### src/rtl/cass_pkg.sv
package cass_pkg;
  localparam int CMD_W  = 8;
  localparam int ST_W   = 9;
  localparam int ERR_W  = 5;
  localparam int UNIT_W = 1;
  localparam int NUM_DRIVES = 2 ** UNIT_W;
  localparam int BYTE_W = 8;

  // command register fields
  localparam int CB_EN    = 7;
  localparam int CB_UNIT  = 6;
  localparam int CB_FN_LO = 3;
  localparam int CB_IE    = 0;

  // status word bit positions
  localparam int SB_WLE   = 8;
  localparam int SB_CRC   = 7;
  localparam int SB_TIM   = 6;
  localparam int SB_TEND  = 5;
  localparam int SB_EOF   = 4;
  localparam int SB_EMPTY = 3;
  localparam int SB_REW   = 2;
  localparam int SB_WLK   = 1;
  localparam int SB_RDY   = 0;
  localparam int ERR_LO   = SB_EOF;

  typedef enum logic [2:0] {
    OP_CLEAR    = 3'd0,
    OP_SKIP_DF  = 3'd1,
    OP_SKIP_ERR = 3'd2,
    OP_SKIP_RDY = 3'd3,
    OP_LOAD_CMD = 3'd4,
    OP_SKIP_ANY = 3'd5,
    OP_GO       = 3'd6,
    OP_READ_ST  = 3'd7
  } op_e;

  typedef enum logic [2:0] {
    FN_READ     = 3'd0,
    FN_REWIND   = 3'd1,
    FN_WRITE    = 3'd2,
    FN_SP_RFILE = 3'd3,
    FN_WR_GAP   = 3'd4,
    FN_SP_RBLK  = 3'd5,
    FN_CRC      = 3'd6,
    FN_SP_FFILE = 3'd7
  } fn_e;

  function automatic logic is_write_fn(fn_e f);
    return (f == FN_WRITE) || (f == FN_WR_GAP);
  endfunction

  function automatic logic returns_data(fn_e f);
    return (f == FN_READ) || (f == FN_CRC);
  endfunction
endpackage

### src/rtl/cass_cmd_reg.sv
module cass_cmd_reg
  import cass_pkg::*;
(
  input  logic                clk_i,
  input  logic                rst_ni,
  input  logic                clr_i,
  input  logic                load_i,
  input  logic [CMD_W-1:0]    din_i,
  output logic                en_o,
  output logic [UNIT_W-1:0]   unit_o,
  output logic [2:0]          fn_o,
  output logic                ie_o
);
  logic [CMD_W-1:0] a_q;
  logic             unused_bits;

  always_ff @(posedge clk_i or negedge rst_ni) begin
    if (!rst_ni)     a_q <= '0;
    else if (clr_i)  a_q <= '0;
    else if (load_i) a_q <= din_i;
  end

  assign en_o        = a_q[CB_EN];
  assign unit_o      = a_q[CB_UNIT -: UNIT_W];
  assign fn_o        = a_q[CB_FN_LO +: 3];
  assign ie_o        = a_q[CB_IE];
  assign unused_bits = ^a_q[2:1];

  AST_CMD_CLEARED: assert property (@(posedge clk_i) disable iff (!rst_ni)
    clr_i |=> (!en_o && !ie_o && fn_o == 3'd0));
endmodule

### src/rtl/cass_status.sv
module cass_status
  import cass_pkg::*;
(
  input  logic              clk_i,
  input  logic              rst_ni,
  input  logic              clr_i,
  input  logic              start_i,
  input  logic              start_blk_i,
  input  logic              start_rew_i,
  input  logic              go_i,
  input  logic              seq_df_i,
  input  logic [ERR_W-1:0]  seq_err_i,
  input  logic              en_i,
  input  logic              att_i,
  input  logic              wp_i,
  input  logic              busy_i,
  output logic [ST_W-1:0]   vis_o,
  output logic              df_o
);
  localparam int E_WLE = SB_WLE - ERR_LO;
  localparam int E_TIM = SB_TIM - ERR_LO;

  logic [ERR_W-1:0] err_q, err_n;
  logic             df_q, df_n;
  logic             rew_q, rew_n;
  logic             overrun;
  logic             rew_live, wlk_live;
  logic [ST_W-1:0]  st_word;

  assign overrun = seq_df_i & df_q & ~go_i;

  always_comb begin
    err_n = err_q;
    rew_n = rew_q;
    if (start_i) begin
      err_n = '0;
      rew_n = start_rew_i;
    end
    if (start_blk_i) err_n[E_WLE] = 1'b1;
    if (overrun)     err_n[E_TIM] = 1'b1;
    err_n = err_n | seq_err_i;
    // a new strobe wins over a go in the same cycle
    df_n  = seq_df_i | (df_q & ~go_i);
    if (clr_i) begin
      err_n = '0;
      rew_n = 1'b0;
      df_n  = 1'b0;
    end
  end

  always_ff @(posedge clk_i or negedge rst_ni) begin
    if (!rst_ni) begin
      err_q <= '0;
      df_q  <= 1'b0;
      rew_q <= 1'b0;
    end else begin
      err_q <= err_n;
      df_q  <= df_n;
      rew_q <= rew_n;
    end
  end

  assign rew_live = rew_q & att_i & busy_i;
  assign wlk_live = ~att_i | wp_i | rew_live;
  assign st_word  = {err_q, ~att_i, rew_live, wlk_live, ~busy_i};
  assign vis_o    = en_i ? st_word : '0;
  assign df_o     = df_q;

  AST_CLEAR_EMPTIES: assert property (@(posedge clk_i) disable iff (!rst_ni)
    clr_i |=> (!df_q && err_q == '0 && !rew_q));
  AST_GO_DROPS_DF: assert property (@(posedge clk_i) disable iff (!rst_ni)
    (go_i && !seq_df_i) |=> !df_q);
  AST_OVERRUN_TIMING: assert property (@(posedge clk_i) disable iff (!rst_ni)
    (seq_df_i && df_q && !go_i && !clr_i) |=> err_q[E_TIM]);
  AST_START_WIPES: assert property (@(posedge clk_i) disable iff (!rst_ni)
    (start_i && !start_blk_i && seq_err_i == '0 && !seq_df_i && !clr_i) |=> err_q == '0);
  AST_WLE_ON_BLOCK: assert property (@(posedge clk_i) disable iff (!rst_ni)
    (start_blk_i && !clr_i) |=> err_q[E_WLE]);
  AST_ERR_STICKY: assert property (@(posedge clk_i) disable iff (!rst_ni)
    (!start_i && !clr_i) |=> ((err_q & $past(err_q)) == $past(err_q)));
endmodule

### src/rtl/cass_op_decode.sv
module cass_op_decode
  import cass_pkg::*;
#(
  parameter int ACC_W = 12
) (
  input  logic              op_valid_i,
  input  logic [2:0]        op_i,
  input  logic [ACC_W-1:0]  acc_i,
  input  logic [ST_W-1:0]   vis_i,
  input  logic              df_i,
  input  logic              en_i,
  input  logic              att_i,
  input  logic              wp_i,
  input  logic              any_busy_i,
  input  logic [2:0]        fn_i,
  input  logic [BYTE_W-1:0] rdata_i,
  output logic [ACC_W-1:0]  acc_o,
  output logic              skip_o,
  output logic              clr_o,
  output logic              load_o,
  output logic              go_op_o,
  output logic              start_o,
  output logic              start_blk_o,
  output logic              start_rew_o,
  output logic              go_o,
  output logic              go_cont_o
);
  localparam int PAD_W = ACC_W - BYTE_W;

  op_e  op;
  fn_e  fn;
  logic err_any, rdy, empty;

  assign op      = op_e'(op_i);
  assign fn      = fn_e'(fn_i);
  assign err_any = |vis_i[SB_WLE:SB_EMPTY];
  assign rdy     = vis_i[SB_RDY];
  assign empty   = vis_i[SB_EMPTY];

  assign clr_o       = op_valid_i && op == OP_CLEAR;
  assign load_o      = op_valid_i && op == OP_LOAD_CMD;
  assign go_op_o     = op_valid_i && op == OP_GO;
  assign go_cont_o   = go_op_o & any_busy_i;
  assign start_o     = go_op_o & ~any_busy_i & en_i & att_i;
  assign start_blk_o = start_o & is_write_fn(fn) & wp_i;
  assign start_rew_o = fn == FN_REWIND;
  assign go_o        = go_cont_o | (start_o & ~start_blk_o);

  always_comb begin
    acc_o  = acc_i;
    skip_o = 1'b0;
    if (op_valid_i) begin
      unique case (op)
        OP_SKIP_DF:  skip_o = df_i;
        OP_SKIP_ERR: skip_o = err_any;
        OP_SKIP_RDY: skip_o = rdy & ~empty;
        OP_SKIP_ANY: skip_o = df_i | err_any | rdy;
        OP_LOAD_CMD: acc_o  = {{PAD_W{1'b0}}, ~acc_i[BYTE_W-1:0]};
        OP_READ_ST:  acc_o  = {{PAD_W{1'b0}}, vis_i[BYTE_W-1:0]};
        OP_GO: if (returns_data(fn))
                 acc_o = any_busy_i ? {{PAD_W{1'b0}}, rdata_i} : '0;
        default: ;
      endcase
    end
  end
endmodule

### src/rtl/cass_host_if.sv
module cass_host_if
  import cass_pkg::*;
#(
  parameter int ACC_W = 12
) (
  input  logic                  clk_i,
  input  logic                  rst_ni,
  input  logic                  op_valid_i,
  input  logic [2:0]            op_i,
  input  logic [ACC_W-1:0]      acc_i,
  output logic [ACC_W-1:0]      acc_o,
  output logic                  skip_o,
  output logic                  irq_o,
  input  logic [NUM_DRIVES-1:0] drv_att_i,
  input  logic [NUM_DRIVES-1:0] drv_wprot_i,
  input  logic [NUM_DRIVES-1:0] drv_busy_i,
  input  logic [BYTE_W-1:0]     seq_rdata_i,
  input  logic                  seq_df_i,
  input  logic [ERR_W-1:0]      seq_err_i,
  output logic                  go_o,
  output logic                  go_cont_o,
  output logic [2:0]            go_fn_o,
  output logic [UNIT_W-1:0]     go_unit_o,
  output logic [BYTE_W-1:0]     go_data_o
);
  logic              en, ie, df;
  logic [UNIT_W-1:0] unit;
  logic [2:0]        fn;
  logic [ST_W-1:0]   vis;
  logic              clr, load, go_op, start, start_blk, start_rew;
  logic              att_sel, wp_sel, busy_sel, any_busy;

  assign att_sel  = drv_att_i[unit];
  assign wp_sel   = drv_wprot_i[unit];
  assign busy_sel = drv_busy_i[unit];
  assign any_busy = |drv_busy_i;

  cass_cmd_reg u_cmd (
    .clk_i (clk_i), .rst_ni (rst_ni), .clr_i (clr), .load_i (load),
    .din_i (acc_i[CMD_W-1:0]),
    .en_o (en), .unit_o (unit), .fn_o (fn), .ie_o (ie)
  );

  cass_status u_status (
    .clk_i (clk_i), .rst_ni (rst_ni), .clr_i (clr),
    .start_i (start), .start_blk_i (start_blk), .start_rew_i (start_rew),
    .go_i (go_op), .seq_df_i (seq_df_i), .seq_err_i (seq_err_i),
    .en_i (en), .att_i (att_sel), .wp_i (wp_sel), .busy_i (busy_sel),
    .vis_o (vis), .df_o (df)
  );

  cass_op_decode #(.ACC_W (ACC_W)) u_dec (
    .op_valid_i (op_valid_i), .op_i (op_i), .acc_i (acc_i),
    .vis_i (vis), .df_i (df), .en_i (en), .att_i (att_sel), .wp_i (wp_sel),
    .any_busy_i (any_busy), .fn_i (fn), .rdata_i (seq_rdata_i),
    .acc_o (acc_o), .skip_o (skip_o), .clr_o (clr), .load_o (load),
    .go_op_o (go_op), .start_o (start), .start_blk_o (start_blk),
    .start_rew_o (start_rew), .go_o (go_o), .go_cont_o (go_cont_o)
  );

  assign irq_o     = ie & (df | (|vis[SB_WLE:SB_EMPTY]) | vis[SB_RDY]);
  assign go_fn_o   = fn;
  assign go_unit_o = unit;
  assign go_data_o = acc_i[BYTE_W-1:0];

  AST_NO_GO_PROTECTED: assert property (@(posedge clk_i) disable iff (!rst_ni)
    (go_o && !go_cont_o) |-> !(is_write_fn(fn_e'(go_fn_o)) && drv_wprot_i[go_unit_o]));
  AST_START_NEEDS_DRIVE: assert property (@(posedge clk_i) disable iff (!rst_ni)
    (go_o && !go_cont_o) |-> (en && drv_att_i[go_unit_o] && !any_busy));
  AST_CONT_ONLY_BUSY: assert property (@(posedge clk_i) disable iff (!rst_ni)
    go_cont_o |-> (go_o && any_busy));
  AST_IRQ_NEEDS_IE: assert property (@(posedge clk_i) disable iff (!rst_ni)
    irq_o |-> ie);
endmodule

### config.mk
export PLATFORM = sky130hd
export DESIGN_NAME = cass_host_if
export DESIGN_NICKNAME = d
export VERILOG_FILES = /design/src/rtl/cass_pkg.sv /design/src/rtl/cass_cmd_reg.sv /design/src/rtl/cass_status.sv /design/src/rtl/cass_op_decode.sv /design/src/rtl/cass_host_if.sv
export SDC_FILE = /design/constraint.sdc
export NUM_CORES = 1
export LEC_CHECK = 0
export ABC_CLOCK_PERIOD_IN_PS = 3200
export CORE_MARGIN = 2
export CORE_UTILIZATION = 41
export CTS_BUF_LIST = sky130_fd_sc_hd__clkbuf_16
export DETAILED_ROUTE_END_ITERATION = 7
export PLACE_DENSITY = 0.82
export SLEW_MARGIN = 10
export SYNTH_ARGS = -nofsm -noshare
export SYNTH_HDL_FRONTEND = slang
export SYNTH_SLANG_ARGS = --single-unit
### constraint.sdc
create_clock -name clk_i -period 3.2 [get_ports clk_i]
set_input_delay 0.64 -clock clk_i [delete_from_list [all_inputs] [get_ports clk_i]]
set_output_delay 0.64 -clock clk_i [all_outputs]
set_load 0.1 [all_outputs]
==> results of run 1 <==
[worst register-to-register path, cell delays in order, from the launching register on]
cell and delay (ns):
dfrtp_2 0.48, mux2i_1 0.35, nand4bb_1 0.22, buf_4 0.18, mux2i_1 0.19, a21oi_1 0.09
[power groups by stage]
stage | Clock (mW) | Combinational [mW] | Sequential, mW
2_1_floorplan | 0 | 0.243 | 0.241
6_report | 0.238 | 0.439 | 0.201
4_1_cts | 0.239 | 0.438 | 0.201
5_1_grt | 0.250 | 0.457 | 0.203
3_3_place_gp | 0 | 0.431 | 0.202
3_5_place_dp | 0 | 0.436 | 0.203
[registers in the layout, indices dropped and copies added (netlist names)]
signal and cells:
u_cmd.a_q 6, u_status.df_o 1, u_status.rew_q 1, u_status.err_q 5
[routing by layer]
layer  vias up  GRT usage
met2        71     0.4352
met5         -          0
met1       657     0.3486
met3         7    0.02765
met4         0    0.07973
li1        636          -
[worst paths after layout]
path / slack [ns] / endpoint
setup / recovery: 0.15 / acc_o[1]
hold / removal: 0.47 / u_cmd.a_q[0]$_DFFE_PN0P_
setup reg to reg: 1.56 / u_status.err_q[4]$_DFF_PN0_
hold reg to reg: 0.47 / u_cmd.a_q[0]$_DFFE_PN0P_
max in group asynchronous: 1.98 / u_cmd.a_q[6]$_DFFE_PN0P_
min in group asynchronous: 0.78 / u_cmd.a_q[5]$_DFFE_PN0P_
[cells by family after synthesis]
| logic type | after synthesis |
|---|---|
| simple gates | 59 |
| compound gates | 43 |
| buf+inv | 22 |
| flops | 13 |
| mux | 5 |
| xor+xnor | 1 |
[cell usage in the layout (no fill, tap or decap), types with 2 or more instances in the layout]
| master | count |
|---|---|
| o21ai_0 | 8 |
| nand4b_1 | 2 |
| clkdlybuf4s50_1 | 37 |
| dfrtp_1 | 12 |
| a221o_1 | 6 |
| buf_12 | 16 |
| and2_1 | 5 |
| clkbuf_16 | 3 |
| mux2i_1 | 5 |
| nand2_1 | 16 |
| nor2_1 | 19 |
| nor3_1 | 3 |
| inv_1 | 5 |
| nand4bb_1 | 2 |
| a2bb2oi_1 | 5 |
| a21oi_1 | 9 |
| a31oi_1 | 3 |
| buf_4 | 19 |
[stage by stage]
stage | std cells | instance area [sq um]
after CTS | 233 | 2023
final | 233 | 2031
after detailed placement | 229 | 1941
after floorplan | 143 | 1177
after global routing | 233 | 2031
after global placement | 229 | 1941
[what timing repair did]
action,CTS,global route
endpoints found under the setup margin,6,6
gates resized for setup,1,2
cloned,0,0
endpoints found under the hold margin,0,0
[final cells by class]
cell class | instances | area [sq um] | share of cell area
Clock buffer | 3 | 75.07 | 0.03697
Multi-Input combinational cell | 108 | 733.2 | 0.3611
Clock inverter | 1 | 5.005 | 0.002465
Timing Repair Buffer | 72 | 833.3 | 0.4104
Sequential cell | 13 | 326.6 | 0.1608
Inverter | 5 | 18.77 | 0.009242
Tap cell | 31 | 38.79 | 0.01910
==> results.md, run 1 <==
- WL final: 3919 um
- Uppermost layer routed: met4
- Die area: 3234 sq um
- CP startpoint kind: primary input
- Core Util, Final: 0.7493
- First-pass GRT wire length: 6624 um
- Fillers: about 210
- Ant. Diodes: 0
- Mapped Cells: 143
- Kind of cell adding the most delay to the critical path: buffers and inverters
- Core Region: 2710 sq um
- Mapped Area: between 1000 and 1500 sq um
- # port buffers: 65
- Sw Ratio: 0.4297
- Routability congestion estimate: slightly below 0.9
- R2r worst-path depth: 5
- TritonCTS Buffers: 3
- Antenna Nets Post-Route: 0
- VDD IR-drop max: between 0.0004 and 0.0005 V
- Worst Min Path Start: u_cmd.a_q[0]$_DFFE_PN0P_
- WP depth: 7
- Compound-Gate Fraction of Synth Area: 0.2697
- Via-to-Cell Ratio: 5.884
- Syn nets: 181
- Post-synthesis cell type count: 43
- Hpwl dp: 3146 um
- NumNets Final: 241
- CP required: 2.56 ns
- Layout cell share with drive strength beyond 1: 0.2426
- Antenna violations before repair: 0
- Fmax: 327.8 MHz
- Max stage delay on crit path: 0.49 ns
- Clk buf depth: 2
- Worst-path fanout max: 7
- Post-synth ARST share: 1.000
- Worst hold path type: flop to flop
- Sequential power share: 0.229
- Critical Path AT: 2.41 ns
- Post-CTS Repair Setup Buffers: 0
- Minimum clock period: between 3 and 4 ns
- PwrDens: 432.4 nW/um^2
- Post-Route Skew: 0.0008867 ns
- Post-layout power: 0.8781 mW
- Pin count of the biggest net entering global routing: 14
- Clock-pin slew on the worst setup and hold paths: around 0.050 ns
- Top cells by area, synth: dfrtp_1 (28%), nor2_1 (6.2%), a221o_1 (5.2%)
- Met2 routed WL: ~2000 um
- Clk sinks: 13
- Crit-path slowest cell: or3b_1
- Grt total ovfl: 0
- Worst setup path category: primary input to primary output
- Leak: 0.8326 nW
- Routed vias: 1371
- Clk pwr share: 0.271
- Row count: 19
- Count leader, synth: nor2_1
- Crit-path cells: clkdlybuf4s50_1, buf_4, or3b_1, nor2_1, a21oi_1, o221ai_2, buf_12
- First drt pass iteration count: 4
- Number of global-route vias before repair: around 1400
- Hold Fails Final Rpt: 0
- Total internal power: roughly 0.50 mW
- M1 WL: 1599 um
- Worst Setup SP: op_i[0]
- Register area share after synthesis: 0.2838
- PnR worst setup slack: 0.1495 ns
- Max Cap Violations: 0
- Place WS: -0.01364 ns
- Crit share post-route: 0.9533
- Logic pwr share: 0.500
- Yosys top cell by area: dfrtp_1
- WL/cell: roughly 17 um
- Met3 WL post-DR: 254 um
- Max-slew headroom: 0.5911
- Mux cell area share after synthesis: 0.04367
- Die Span X: 56.87 um
- Worst skew pair latency: 0.24 ns
- Top post-synthesis cells by count: nor2_1 (19), nand2_1 (16), dfrtp_1 (13), a21oi_1 (9)
- CP Buf/Inv Count: 3
- Htree depth: 1
- # DRC: 0
- Post-synthesis simple-gate area fraction: 0.2838
- Total Neg Setup Slack: 0 ns
- Post-synth top area share: 0.2838
- CTS root buffer: clkbuf_16
- Top FF cell, synth: dfrtp_1
- Status: finished, final reports clean
- Synthesis-to-finish area growth: 77.18%
- Slew Viols, Final: 0
- RSZ-0062 raised after global routing: no
- DRT iter0 DRCs: 57
- Largest family of logic cells by synthesized area: simple AND/OR/NAND/NOR gates
- CTS Hold Bufs: 0
- Synthesized area per cell: 8.015 sq um
- Synth warnings: 0
- GRT Resource Usage Total: 0.2590
- Final setup viols: 0
- Worst Tran Pin Value: 0.6114 ns
- NetSw: 0.3773 mW
- CP endpoint kind: primary output
- Hold depth: 2
- CTS tree: done
- Register bit count reported by yosys: 13
- Starting Density: 0.4229
- IO Pins: 66
- Post-synthesis adder-cell area fraction: 0
- Number of synthesized flops with an enable pin: 0
- Die height: 56.87 um
- Reg2reg start: u_cmd.a_q[6]$_DFFE_PN0P_
- Min Hold Slack: 0.4731 ns
- Xor/xnor share of the synthesized area: 0.007642
No activity file was read; power rests on OpenSTA's default activity.
==> inputs of run 2 (changes only) <==
--- a/config.mk
+++ b/config.mk
@@ -11,6 +11,7 @@
 export CTS_BUF_LIST = sky130_fd_sc_hd__clkbuf_16
 export DETAILED_ROUTE_END_ITERATION = 7
 export PLACE_DENSITY = 0.82
+export SETUP_SLACK_MARGIN = 0.15
 export SLEW_MARGIN = 10
 export SYNTH_ARGS = -nofsm -noshare
 export SYNTH_HDL_FRONTEND = slang
==> run 2 against run 1 <==
- global-route usage fell by 1.1 points
- clock skew rose by 0.0016 ns
- setup slack improved by 0.029 ns
- register-to-register slack barely moved
- non-clock buffer count rose by 4
- critical path type unchanged
- utilization rose by 3.7 points
==> results.md, run 2 (synthesis gave the netlist of run 1 again) <==
- Status: finished, final reports clean
- Flop-to-flop setup slack: 1.56 ns
- Largest register FFs: 6
- Final setup viols: 0
- First-pass GRT wire length: 6299 um
- GRT Resource Usage Total: 0.2478
- WL/cell: 16.84 um
- CTS tree: done
- Worst skew pair latency: 0.24 ns
- WP depth: 6
- Worst setup path category: primary input to primary output
- Pin count of the biggest net entering global routing: 14
- Htree depth: 1
- Commonest non-fill, non-tap cell in the layout: clkdlybuf4s50_1
- FF-to-FF End: u_status.err_q[4]$_DFF_PN0_
- Critical path destination: irq_o
- Clk sinks: 13
- Clk buf depth: 2
- Die Span X: 56.87 um
- Routed vias: 1392
- Leak: 0.9040 nW
- Min Hold Slack: 0.4869 ns
- Die height: around 57 um
- Core Region: 2710 sq um
- Worst Tran Pin Value: between 0.5 and 0.6 ns
- CP required: between 2 and 3 ns
- Minimum clock period: between 3 and 4 ns
- TritonCTS Buffers: 3
- Antenna Nets Post-Route: 0
- Cell Count Post-Placement: approximately 230
- Worst Setup SP: drv_att_i[1]
- Final instance area: 2131 sq um
- Antenna violations before repair: 0
- Crit-path cells: clkdlybuf4s50_1, mux2i_1, or3_4, o21ai_0, a21boi_4, buf_12
- RSZ-0062 raised after global routing: yes
- Layout cell share with drive strength beyond 1: 0.2913
- Number of global-route vias before repair: about 1400
- Largest regs: u_cmd.a_q: 6 flops, u_status.err_q: 5 flops
- Critical Path AT: 2.38 ns
- Hold Fails Final Rpt: 0
- Layout Cells excl Fill: 237
- VDD IR-drop max: 0.0003982 V
- Ant. Diodes: 0
- Worst-path fanout max: 4
- Commonest cells after routing, fill and taps aside: clkdlybuf4s50_1 (33), buf_4 (23), nor2_1 (19), nand2_1 (16), buf_12 (16)
- CP endpoint kind: primary output
- Slew Viols, Final: 0
- Kind of cell adding the most delay to the critical path: buffers and inverters
- Reg2reg start: u_cmd.a_q[6]$_DFFE_PN0P_
- Fmax: 330.9 MHz
- Total Neg Setup Slack: 0 ns
- Crit-path slowest cell: clkdlybuf4s50_1
- Starting Density: 0.4229
- Post-Route Skew: about 0.0025 ns
- Routability congestion estimate: approximately 0.85
- CP Buf/Inv Count: 2
- # DRC: 0
- Max Cap Violations: 0
- R2r worst-path depth: 5
- IO Pins: 66
- Crit share post-route: 0.9444
- Grt total ovfl: 0
- NumNets Final: 245
- CTS Hold Bufs: 0
- Max stage delay on crit path: 0.54 ns
- First drt pass iteration count: 4
- Clock-pin slew on the worst setup and hold paths: 0.04 ns
- Row count: 19
- Top reg by flops: u_cmd.a_q
- Synthesis-to-finish area growth: 85.92%
- # port buffers: 65
- CP startpoint kind: primary input
- Max-slew headroom: 0.6034
- WL final: 3990 um
- Worst hold path type: flop to flop
- Die area: 3234 sq um
- Fillers: 189
- DRT iter0 DRCs: 76
- Via-to-Cell Ratio: 5.873
- PwrDens: ~420 nW/um^2
- Hpwl dp: between 3000 and 4000 um
- Hold depth: 2
- CTS root buffer: clkbuf_16
- Post-Place Cell Area: 2002 sq um
-- run 2: cell count changes in the layout (fill, tap and decap cells not counted), moves of 3 or more --
cell and change:
buf_4 +4, a221o_1 -6, a221o_2 +6, dlymetal6s2s_1 +3, clkdlybuf4s50_1 -4
-- run 2: repair_timing --
item	CTS	global route
endpoints found under the hold margin	0	0
resized for setup	2	7
pin swaps	1	0
buffers inserted	2	0
setup endpoints to repair	6	9
-- run 2: per-layer routing --
metal / track usage / vias up / part of all wire
li1: - / 642 / -
met1: 0.3099 / 687 / 0.39
met2: 0.4369 / 57 / 0.54
met3: 0.03687 / 6 / 0.058
met4: 0.07641 / 0 / 0.011
met5: 0 / - / 0
-- run 2: worst min-delay path by stage --
stage	slack [ns]	to	start
floorplan	0.34	u_cmd.a_q[0]$_DFFE_PN0P_	rst_ni
global placement	0.47	u_cmd.a_q[0]$_DFFE_PN0P_	u_cmd.a_q[0]$_DFFE_PN0P_
detailed placement	0.48	u_cmd.a_q[0]$_DFFE_PN0P_	u_cmd.a_q[0]$_DFFE_PN0P_
CTS	0.49	u_cmd.a_q[0]$_DFFE_PN0P_	u_cmd.a_q[0]$_DFFE_PN0P_
global route	0.54	u_cmd.a_q[0]$_DFFE_PN0P_	u_cmd.a_q[0]$_DFFE_PN0P_
finish	0.49	u_cmd.a_q[0]$_DFFE_PN0P_	u_cmd.a_q[0]$_DFFE_PN0P_
-- run 2: stage by stage --
stage	total power, mW	utilization	worst slack (ns)
CTS	0.8873	0.7738	0.1555
finish	0.8906	0.7862	0.1780
detailed placement	0.6489	0.7387	0.1246
global route	0.9195	0.7862	0.1197
global placement	0.6423	0.7387	0.1709
floorplan	0.4940	-	0.1402
-- run 2: layout make-up --
class                      instances  area [sq um]  share of cell area
clock buffer                       3         75.07             0.03523
sequential                        13         326.6              0.1533
clock inverter                     1         3.754            0.001762
inverter                           5         18.77            0.008808
tap                               31         38.79             0.01820
multi-input combinational        108         798.3              0.3746
timing repair buffer              76         869.6              0.4081
-- run 2: worst min-delay path: cells and delay by family, from the launching register on --
| family | cells | cell delay [ns] |
|---|---|---|
| AOI/OAI and AO/OA | 1 | 0.06 |
| DFF | 1 | 0.34 |
| and+or+nand+nor | 1 | 0.04 |
-- run 2: power breakdown --
group / leakage (nW) / internal, mW / switching (mW)
registers: 0.148 / 0.179 / 0.0232
clock network: 0.0423 / 0.165 / 0.0687
logic: 0.713 / 0.164 / 0.291
total: 0.904 / 0.508 / 0.383
==> inputs of run 3 (changes only) <==
--- a/config.mk
+++ b/config.mk
@@ -6,6 +6,7 @@
 export NUM_CORES = 1
 export LEC_CHECK = 0
 export ABC_CLOCK_PERIOD_IN_PS = 3200
+export CAP_MARGIN = 20
 export CORE_MARGIN = 2
 export CORE_UTILIZATION = 41
 export CTS_BUF_LIST = sky130_fd_sc_hd__clkbuf_16
==> results of run 3 <==
The final DEF is identical to that of run 2; final timing and power are the same.
